**src/rtl/line66_pkg.sv**
```systemverilog
package line66_pkg;
  localparam int PAY_W   = 64;
  localparam int HDR_W   = 2;
  localparam int BLOCK_W = PAY_W + HDR_W;
  localparam int SCR_LEN = 58;
  localparam int SCR_TAP = 39;

  localparam logic [HDR_W-1:0] HDR_DATA = 2'b01;
  localparam logic [HDR_W-1:0] HDR_CTRL = 2'b10;

  typedef struct packed {
    logic txLoad;
    logic txShift;
    logic rxTake;
    logic rxSlip;
    logic rxEmit;
  } gbStrobe_t;

  typedef struct packed {
    logic [SCR_LEN-1:0] state;
    logic [PAY_W-1:0]   bits;
  } scrOut_t;

  // reverse=0 scrambles (history from outputs), reverse=1 descrambles
  // (history from inputs). hist[SCR_LEN-1] is the newest old bit.
  function automatic scrOut_t scrambleStep(input logic [PAY_W-1:0] din,
                                           input logic [SCR_LEN-1:0] st,
                                           input logic reverse);
    logic [PAY_W+SCR_LEN-1:0] hist;
    scrOut_t r;
    hist = '0;
    hist[SCR_LEN-1:0] = st;
    r = '0;
    for (int i = 0; i < PAY_W; i++) begin
      r.bits[i] = din[i] ^ hist[i+SCR_LEN-SCR_TAP] ^ hist[i];
      hist[SCR_LEN+i] = reverse ? din[i] : r.bits[i];
    end
    r.state = hist[PAY_W+SCR_LEN-1:PAY_W];
    return r;
  endfunction
endpackage

```
**src/rtl/line66_ctrl.sv**
```systemverilog
module line66_ctrl
  import line66_pkg::*;
#(
  parameter int WORD_W    = 16,
  parameter int LOCK_GOOD = 64,
  parameter int BAD_LIMIT = 16,
  parameter int WIN_LEN   = 64,
  localparam int FILL_W   = $clog2(BLOCK_W + WORD_W + 2)
) (
  input  logic              clk,
  input  logic              rstN,
  input  logic              txValid,
  input  logic              rxWordValid,
  input  logic [HDR_W-1:0]  rxHdr,
  output gbStrobe_t         stb,
  output logic [FILL_W-1:0] txPos,
  output logic [FILL_W-1:0] rxPos,
  output logic              txReady,
  output logic              txWordValid,
  output logic              rxLock
);
  localparam int GOOD_W = $clog2(LOCK_GOOD);
  localparam int BAD_W  = $clog2(BAD_LIMIT);
  localparam int WIN_W  = $clog2(WIN_LEN);

  logic [FILL_W-1:0] txFill, rxFill, txMid, rxMid, rxDrop;
  logic [GOOD_W-1:0] goodCnt;
  logic [BAD_W-1:0]  badCnt;
  logic [WIN_W-1:0]  winCnt;
  logic              locked, hdrOk;

  always_comb begin
    stb = '0;
    stb.txShift = txFill >= FILL_W'(WORD_W);
    txMid       = txFill - (stb.txShift ? FILL_W'(WORD_W) : '0);
    txReady     = txMid <= FILL_W'(WORD_W);
    stb.txLoad  = txValid && txReady;
    txPos       = txMid;
    txWordValid = stb.txShift;

    hdrOk       = (rxHdr == HDR_DATA) || (rxHdr == HDR_CTRL);
    stb.rxTake  = rxFill >= FILL_W'(BLOCK_W + 1);
    stb.rxSlip  = stb.rxTake && !locked && !hdrOk;
    stb.rxEmit  = stb.rxTake && locked && hdrOk;
    rxDrop      = !stb.rxTake ? '0 :
                  (stb.rxSlip ? FILL_W'(BLOCK_W + 1) : FILL_W'(BLOCK_W));
    rxMid       = rxFill - rxDrop;
    rxPos       = rxMid;
    rxLock      = locked;
  end

  always_ff @(posedge clk or negedge rstN) begin
    if (!rstN) begin
      txFill  <= '0;
      rxFill  <= '0;
      locked  <= 1'b0;
      goodCnt <= '0;
      badCnt  <= '0;
      winCnt  <= '0;
    end else begin
      txFill <= txMid + (stb.txLoad ? FILL_W'(BLOCK_W) : '0);
      rxFill <= rxMid + (rxWordValid ? FILL_W'(WORD_W) : '0);
      if (stb.rxTake) begin
        if (!locked) begin
          if (hdrOk) begin
            if (goodCnt == GOOD_W'(LOCK_GOOD - 1)) begin
              locked  <= 1'b1;
              goodCnt <= '0;
              winCnt  <= '0;
              badCnt  <= '0;
            end else begin
              goodCnt <= goodCnt + 1'b1;
            end
          end else begin
            goodCnt <= '0;
          end
        end else begin
          if (!hdrOk && badCnt == BAD_W'(BAD_LIMIT - 1)) begin
            locked <= 1'b0;
            winCnt <= '0;
            badCnt <= '0;
          end else if (winCnt == WIN_W'(WIN_LEN - 1)) begin
            winCnt <= '0;
            badCnt <= '0;
          end else begin
            winCnt <= winCnt + 1'b1;
            if (!hdrOk) badCnt <= badCnt + 1'b1;
          end
        end
      end
    end
  end
endmodule

```
**src/rtl/line66_datapath.sv**
```systemverilog
module line66_datapath
  import line66_pkg::*;
#(
  parameter int WORD_W = 16,
  parameter int FILL_W = 7
) (
  input  logic              clk,
  input  logic              rstN,
  input  gbStrobe_t         stb,
  input  logic [FILL_W-1:0] txPos,
  input  logic [FILL_W-1:0] rxPos,
  input  logic [PAY_W-1:0]  txData,
  input  logic              txCtrl,
  input  logic [WORD_W-1:0] rxWord,
  input  logic              rxWordValid,
  output logic [WORD_W-1:0] txWord,
  output logic [HDR_W-1:0]  rxHdr,
  output logic [PAY_W-1:0]  rxData,
  output logic              rxCtrl,
  output logic              rxValid
);
  localparam int TX_BUF_W = BLOCK_W + WORD_W;
  localparam int RX_BUF_W = BLOCK_W + WORD_W + 1;

  logic [TX_BUF_W-1:0] txBuf, txBufNext;
  logic [RX_BUF_W-1:0] rxBuf, rxBufNext;
  logic [SCR_LEN-1:0]  txState, rxState;
  logic [BLOCK_W-1:0]  txBlock;
  scrOut_t             txScr, rxDesc;

  always_comb begin
    txScr   = scrambleStep(txData, txState, 1'b0);
    txBlock = {txScr.bits, (txCtrl ? HDR_CTRL : HDR_DATA)};
    txBufNext = stb.txShift ? (txBuf >> WORD_W) : txBuf;
    if (stb.txLoad) txBufNext = txBufNext | (TX_BUF_W'(txBlock) << txPos);
    txWord = txBuf[WORD_W-1:0];

    rxHdr  = rxBuf[HDR_W-1:0];
    rxDesc = scrambleStep(rxBuf[BLOCK_W-1:HDR_W], rxState, 1'b1);
    rxBufNext = !stb.rxTake ? rxBuf :
                (rxBuf >> (stb.rxSlip ? BLOCK_W + 1 : BLOCK_W));
    if (rxWordValid) rxBufNext = rxBufNext | (RX_BUF_W'(rxWord) << rxPos);
  end

  always_ff @(posedge clk or negedge rstN) begin
    if (!rstN) begin
      txBuf   <= '0;
      rxBuf   <= '0;
      txState <= '0;
      rxState <= '0;
      rxData  <= '0;
      rxCtrl  <= 1'b0;
      rxValid <= 1'b0;
    end else begin
      txBuf   <= txBufNext;
      rxBuf   <= rxBufNext;
      rxValid <= stb.rxEmit;
      if (stb.txLoad) txState <= txScr.state;
      if (stb.rxTake) rxState <= rxDesc.state;
      if (stb.rxEmit) begin
        rxData <= rxDesc.bits;
        rxCtrl <= (rxHdr == HDR_CTRL);
      end
    end
  end
endmodule

```
**src/rtl/line66_codec.sv**
```systemverilog
module line66_codec
  import line66_pkg::*;
#(
  parameter int WORD_W    = 16,
  parameter int LOCK_GOOD = 64,
  parameter int BAD_LIMIT = 16,
  parameter int WIN_LEN   = 64
) (
  input  logic              clk,
  input  logic              rstN,
  input  logic [63:0]       txData,
  input  logic              txCtrl,
  input  logic              txValid,
  output logic              txReady,
  output logic [WORD_W-1:0] txWord,
  output logic              txWordValid,
  input  logic [WORD_W-1:0] rxWord,
  input  logic              rxWordValid,
  output logic [63:0]       rxData,
  output logic              rxCtrl,
  output logic              rxValid,
  output logic              rxLock
);
  localparam int FILL_W = $clog2(BLOCK_W + WORD_W + 2);

  gbStrobe_t         stb;
  logic [FILL_W-1:0] txPos, rxPos;
  logic [HDR_W-1:0]  rxHdr;

  line66_ctrl #(
    .WORD_W(WORD_W), .LOCK_GOOD(LOCK_GOOD),
    .BAD_LIMIT(BAD_LIMIT), .WIN_LEN(WIN_LEN)
  ) ctrl (
    .clk(clk), .rstN(rstN), .txValid(txValid), .rxWordValid(rxWordValid),
    .rxHdr(rxHdr), .stb(stb), .txPos(txPos), .rxPos(rxPos),
    .txReady(txReady), .txWordValid(txWordValid), .rxLock(rxLock)
  );

  line66_datapath #(.WORD_W(WORD_W), .FILL_W(FILL_W)) dp (
    .clk(clk), .rstN(rstN), .stb(stb), .txPos(txPos), .rxPos(rxPos),
    .txData(txData), .txCtrl(txCtrl), .rxWord(rxWord),
    .rxWordValid(rxWordValid), .txWord(txWord), .rxHdr(rxHdr),
    .rxData(rxData), .rxCtrl(rxCtrl), .rxValid(rxValid)
  );
endmodule

```
**config.mk**
```make
export PLATFORM = sky130hd
export DESIGN_NAME = line66_codec
export DESIGN_NICKNAME = d
export VERILOG_FILES = /design/src/rtl/line66_pkg.sv /design/src/rtl/line66_ctrl.sv /design/src/rtl/line66_datapath.sv /design/src/rtl/line66_codec.sv
export SDC_FILE = /design/constraint.sdc
export NUM_CORES = 1
export LEC_CHECK = 0
export BUFFER_PORTS_ARGS = -buffer_cell sky130_fd_sc_hd__buf_2
export CAP_MARGIN = 20
export CORE_MARGIN = 2
export CORE_UTILIZATION = 35
export CTS_CLUSTER_DIAMETER = 50
export CTS_CLUSTER_SIZE = 30
export DETAILED_ROUTE_END_ITERATION = 6
export HOLD_SLACK_MARGIN = 0.08
export PLACE_DENSITY_LB_ADDON = 0.05
export SLEW_MARGIN = 20
export SYNTH_ARGS = -nofsm -noshare
export SYNTH_HDL_FRONTEND = slang
export SYNTH_HIERARCHICAL = 1
export SYNTH_SLANG_ARGS = --single-unit
```
**constraint.sdc**
```tcl
create_clock -name clk -period 4.1 [get_ports clk]
set_clock_uncertainty 0.15 [all_clocks]
set_input_delay 0.82 -clock clk [delete_from_list [all_inputs] [get_ports clk]]
set_output_delay 0.82 -clock clk [all_outputs]
set_load 0.01 [all_outputs]
```
### Word-level counts from Yosys, hierarchy flattened

Index checks and enable logic that the tools add are counted.

| word-level totals | value |
|---|---|
| bits in registers | 378 |
| bits of input ports | 85 |
| output and inout bits | 85 |
| word-level logic and storage cells | 333 |

| operators by class | value |
|---|---|
| $add $sub $neg | 7 |
| $lt $le $gt $ge | 3 |
| equal/unequal tests | 6 |
| shift-type cells | 3 |
| mux-type cells | 28 |
| bitwise operators | 259 |
| reductions and logical operators | 14 |

Operators with widths:

| kind | number |
|---|---|
| $xor 1x1->1 | 256 |
| $mux 83 | 2 |
| $mux 82 | 2 |
| $or 83x83->83 | 1 |
| $shl 16x7->83 | 1 |
| $shr 83x32->83 | 1 |
| $or 82x82->82 | 1 |
| $shl 66x7->82 | 1 |
| $mux 6 | 7 |
| $mux 4 | 6 |
| $add 7x7->7 | 2 |
| $mux 7 | 2 |
| $sub 7x7->7 | 2 |
| $add 6x1->6 const B | 2 |
| $eq 6x6->1 const B | 2 |
| $mux 5 | 2 |
| $ge 7x5->1 const B | 1 |
| $ge 7x7->1 const B | 1 |
| $le 7x5->1 const B | 1 |
| $logic_and 1x1->1 | 6 |
| $mux 1 | 6 |
| $add 4x1->4 const B | 1 |
| $eq 4x4->1 const B | 1 |
| $ne 4x4->1 const B | 1 |
| other kinds (10) | 12 |

### Logic depth before layout (Yosys ltp)

| depth | value |
|---|---|
| depth after elaboration | 10 |
| mapped depth | 17 |
| depth with buffers taken out | 15 |

### Modules after synthesis

Netlist, hierarchy kept.

By module, submodules not included:

| module | times used | cells each | area an instance (sq um) | sequential area each (sq um) |
|---|---|---|---|---|
| line66_datapath | 1 | 2051 | 22062.4 | 8683.3 |
| line66_ctrl | 1 | 178 | 1742.9 | 750.7 |

### Least setup slack after synthesis

No wires, ideal clock.

| timing path | value |
|---|---|
| path kind | flip-flop to flip-flop |
| from | register ctrl.rxFill[5] |
| to | register dp.rxBuf[22] |
| library setup time | 0.138 ns |
| data arrival time | 3.591 ns |
| data required time | 3.812 ns |
| setup slack | 0.221 ns |
| stages on the path, launching flop included | 16 |
| buffers on the path | 3 |
| period minus slack after synthesis | 3.879 ns |
| path through | dfrtp_1 > or4_4 > o211ai_1 > buf_2 > nor2_1 > ha_1 > inv_1 > fa_1 > clkbuf_1 > clkbuf_1 > mux4_2 > and2_1 > a211o_1 > o21ai_0 > o22a_1 > o22ai_1 |

| between the ends | value |
|---|---|
| cells in the longest elaborated chain, start to end | 9 |
| elaborated cells on any way between the ends | 12 |
| classes of those cells | add/sub: 1; order compare: 1; shift: 2; mux: 5; bitwise: 1; reduce/logical: 2 |

Ends and longest elaborated chain:

| what | line | source |
|---|---|---|
| start: declaration | line66_ctrl.sv:26 | `logic [FILL_W-1:0] txFill, rxFill, txMid, rxMid, rxDrop;` |
| start signal: assignment | line66_ctrl.sv:62 | `rxFill <= rxMid + (rxWordValid ? FILL_W'(WORD_W) : '0);` |
| $ge 7x7->1 (*) | line66_ctrl.sv:42 | `stb.rxTake = rxFill >= FILL_W'(BLOCK_W + 1);` |
| $logic_and 1x1->1 (2 in a row) | line66_ctrl.sv:43 | `stb.rxSlip = stb.rxTake && !locked && !hdrOk;` |
| $mux 1 | line66_ctrl.sv:46 | `(stb.rxSlip ? FILL_W'(BLOCK_W + 1) : FILL_W'(BLOCK_W));` |
| $mux 7 (*) | line66_ctrl.sv:45 | `rxDrop = !stb.rxTake ? '0 :` |
| $sub 7x7->7 (*) | line66_ctrl.sv:47 | `rxMid = rxFill - rxDrop;` |
| net rxPos[1] | line66_codec.sv:27 | `logic [FILL_W-1:0] txPos, rxPos;` |
| $shl 16x7->83 (*) | line66_datapath.sv:42 | `if (rxWordValid) rxBufNext = rxBufNext \| (RX_BUF_W'(rxWord) << rxPos);` |
| $or 83x83->83 (*) | line66_datapath.sv:42 |  |
| $mux 83 (*) | line66_datapath.sv:42 |  |
| net dp.rxBufNext[22] | line66_datapath.sv:26 | `logic [RX_BUF_W-1:0] rxBuf, rxBufNext;` |
| end signal: assignment | line66_datapath.sv:56 | `rxBuf <= rxBufNext;` |
| end: declaration | line66_datapath.sv:26 |  |

Mark *: on every way through the listed nets, which the timed path passes. The rest lies on a longest branch.
A chain may end at the register's enable or synchronous reset.

### Final worst setup path

| timing path | value |
|---|---|
| from | register ctrl.rxFill[4] |
| to | register dp.rxBuf[21] |

The elaborated chain is that of the path after synthesis.

==> key figures <==
Route
  – Mean number of vias per cell: ~5.6
  – Uppermost layer routed: met4
  – Post-DR wirelength/cell: 26.4 um
  – Post-Route WL: 88300 um
  – Detailed router's first-iteration violation count: 1631
  – Detailed-routing iteration count for the pre-antenna-repair pass: 7
  – Met1 Routed Length: about 36000 um
  – Met2 Wirelength: 45200 um
  – Vias post-DR: 18700
  – Number of antenna-violating nets in the routed design: 0
  – # DRC: 0
  – Metal3 WL: 3920 um

CTS
  – Clock tree from TritonCTS: done
  – H-Tree Level Count: 2
  – Total number of clock tree sinks: around 380
  – Cts bufs inserted: 59
  – Clock insertion delay at the later pin of the skew report: 630 ps
  – CTS root buffer: sky130_fd_sc_hd__clkbuf_16
  – Longest Clk Path Bufs: 3
  – Clock transition at the registers of the reported paths: 60 ps

Global route
  – Number of antenna violations at the first check in global routing: 1
  – Via count of the first global-routing pass: 19400
  – Overflow left after global routing: 0
  – Global Route Usage Sum: 0.250
  – Global-route wire length before repair: ~130000 um
  – Maximum number of pins on one net before global-route repair: 166

Finish
  – Layout cell share with drive strength beyond 1: 0.291
  – Sequential cell area in the final layout: 9440 um2
  – Area growth, synth to finish: 19.1%
  – # fillers: roughly 6600
  – Ant. Diodes: 0
  – Combined area of the multi-input logic cells: approximately 13000 um2
  – Nets: about 2500
  – Fin cells: 3344

STA
  – Maximum clock frequency: between 0.2 and 0.3 GHz
  – Max-slew violation count: 0
  – Final critical delay including setup and external delays: 3900 ps
  – Final worst path period share: 0.951
  – Actual transition at the worst max-transition pin: 994 ps
  – Number of setup violations in the final report: 0
  – Number of hold violations in the final report: 0
  – Max-slew headroom: 0.328

Critical path
  – Startpoint kind of the worst setup timing path: register
  – Data required time of the critical path: 4440 ps
  – CP max stage delay: 540 ps
  – Class of the most critical setup path: register to register
  – Type of element capturing the critical path: register
  – Data arrival time of the worst path: 4240 ps
  – Standard cell with the maximum stage delay on the critical path: sky130_fd_sc_hd__or4_4
  – Sequence of cells on the critical path: or4_4, o211ai_1, nor2_1, ha_1, inv_1, fa_1, buf_4, mux4_2, mux2_2, a21oi_1, nor2_1, a21oi_1, o22ai_1
  – Internal reg-to-reg setup slack: 200 ps
  – Worst-path maximum fanout: 25

Job
  – Max-Cap Viols: 0

Place
  – Number of cells after detailed placement: 3229
  – Final Wtd Congestion: 0.928
  – Port buffer count: 169
  – Half-perimeter wire length after detailed placement: 66000 um

Synthesis
  – Fraction of synthesis flops using an asynchronous set or reset pin: 1.00
  – Post-synthesis xor/xnor area fraction: 0.119
  – Count of flip-flops with a built-in enable after synthesis: 0
  – Simple-gate area share of the yosys netlist: 0.0838
  – Total standard cell area after synthesis: 23800 um2
  – Share of the synthesized area in the top cell type: 0.396
  – Adder-Cell Fraction of Synth Area: 0.00715
  – Syn. warnings: 6
  – Cell taking the most area after synthesis: sky130_fd_sc_hd__dfrtp_1
  – Unique cell type count in the Yosys netlist: 89
  – Flops & latches, synth: 377
  – Top post-synthesis cells by area: sky130_fd_sc_hd__dfrtp_1, sky130_fd_sc_hd__mux2_2, sky130_fd_sc_hd__xnor2_1
  – Mux share of post-synthesis cell area: 0.206
  – Compound-cell area share of the yosys netlist: 0.143
  – Top-count cell post-synth: sky130_fd_sc_hd__dfrtp_1
  – Dominant synthesized flop cell: sky130_fd_sc_hd__dfrtp_1
  – Net count after synthesis: 2327
  – Proportion of synthesized chip area in sequential cells: 0.396
  – Avg Synthesized Cell Area: 10.7 um2
  – Ranking of synthesized cells by instance count: sky130_fd_sc_hd__dfrtp_1, sky130_fd_sc_hd__mux2_2, sky130_fd_sc_hd__xnor2_1
  – Post-synthesis cell count: roughly 2200
  – Combinational family with the most area after synthesis: multiplexers

Min path
  – Hold Crit Class: register to register

Floorplan
  – Die Span Y: approximately 260 um
  – Initial core utilization: 0.354
  – Std-Cell Rows: 95
  – Full die area: between 70000 and 80000 um2
  – Core box area: between 60000 and 70000 um2
  – IO Count: 170
  – Die width: 265 um

Run status
  – Outcome: finished clean
## flip-flops by register name, indices dropped and copies added, names as in the netlist, 4 cells and up
register and cells:
dp/rxBuf 83, dp/txBuf 82, dp/rxData 64, dp/rxState 58, dp/txState 58, ctrl/rxFill 7, ctrl/goodCnt 6, ctrl/txFill 6
ctrl/winCnt 6, ctrl/badCnt 4
## worst max-delay path: cells and delay by family, from the launching register on
| kind | cells | cell delay, ps |
|---|---|---|
| flops | 1 | 400 |
| simple gates | 3 | 710 |
| mux | 2 | 680 |
| fa+ha+maj | 2 | 610 |
| compound gates | 4 | 860 |
| buf+inv | 2 | 320 |
## per-layer routing
metal | vias to the layer above | global-route usage
met5 | - | 0
met3 | 159 | 0.0304
li1 | 8525 | -
met4 | 0 | 0.0910
met1 | 9372 | 0.308
met2 | 612 | 0.449
## area by class of cell
class / instances / share of cell area
multi-input combinational: 1610 / 0.472
clock inverter: 50 / 0.0264
timing repair buffer: 296 / 0.0670
inverter: 76 / 0.0104
clock buffer: 62 / 0.0528
sequential: 377 / 0.333
tap: 873 / 0.0385
## metrics by stage
| step | utilization | worst slack, ps | TNS (ps) | area (um2) | hold WS (ps) |
|---|---|---|---|---|---|
| after detailed placement | 0.387 | 8.39 | 0 | 26000 | 320 |
| after global routing | 0.421 | -2.62 | -2.62 | 28300 | 357 |
| after CTS | 0.420 | 69.5 | 0 | 28300 | 326 |
| after floorplan | - | 221 | 0 | 23800 | 297 |
| after global placement | 0.387 | 135 | 0 | 26000 | 323 |
| final | 0.421 | 201 | 0 | 28300 | 330 |
## worst paths after layout
| check | from | endpoint | cells after the start |
|---|---|---|---|
| max reg2reg | ctrl/rxFill[4] | dp/rxBuf[21] | 13 |
| max in group asynchronous | rstN | dp/rxState[8] | 4 |
| max | ctrl/rxFill[4] | dp/rxBuf[21] | 13 |
| min reg2reg | dp/txBuf[78] | dp/txBuf[62] | 2 |
| min | dp/txBuf[78] | dp/txBuf[62] | 2 |
| min in group asynchronous | rstN | dp/txState[19] | 2 |
## cells in the final DEF (no fill, tap or decap), types with 13 or more instances in the layout
cell type,n
sky130_fd_sc_hd__o221ai_1,37
sky130_fd_sc_hd__a31oi_1,14
sky130_fd_sc_hd__a21oi_1,36
sky130_fd_sc_hd__o21ai_0,158
sky130_fd_sc_hd__o211ai_1,36
sky130_fd_sc_hd__a221o_1,15
sky130_fd_sc_hd__xor3_1,29
sky130_fd_sc_hd__mux2i_1,142
sky130_fd_sc_hd__clkbuf_16,59
sky130_fd_sc_hd__xor2_1,16
sky130_fd_sc_hd__and2_1,17
sky130_fd_sc_hd__a221oi_1,14
sky130_fd_sc_hd__buf_2,168
sky130_fd_sc_hd__mux2_2,233
sky130_fd_sc_hd__dfrtp_1,375
sky130_fd_sc_hd__xnor2_1,180
sky130_fd_sc_hd__mux4_2,34
sky130_fd_sc_hd__buf_4,119
sky130_fd_sc_hd__nand3_1,34
sky130_fd_sc_hd__a22oi_1,13
sky130_fd_sc_hd__nor3_1,20
sky130_fd_sc_hd__nand2b_1,32
sky130_fd_sc_hd__nand2_1,176
sky130_fd_sc_hd__o22ai_1,56
sky130_fd_sc_hd__nor2_1,100
sky130_fd_sc_hd__inv_1,69
## cell families after synthesis
family / Yosys count
AOI/OAI and AO/OA: 504
xor gates and xnor gates: 243
adders and majority gates: 13
buffers and inverters: 242
DFF: 377
muxes: 414
other: 1
and+or+nand+nor: 435
## what timing repair did
| action | CTS | global route |
|---|---|---|
| endpoints found under the setup margin | 1 | 38 |
| endpoints found under the hold margin | 12 | 0 |
| resized for setup | 1 | 11 |
| setup buffers | 0 | 2 |
| hold buffers | 1 | 0 |
Power is not shown: default switching activity piles up to over one toggle a cycle in this logic, so the estimate is an artifact.
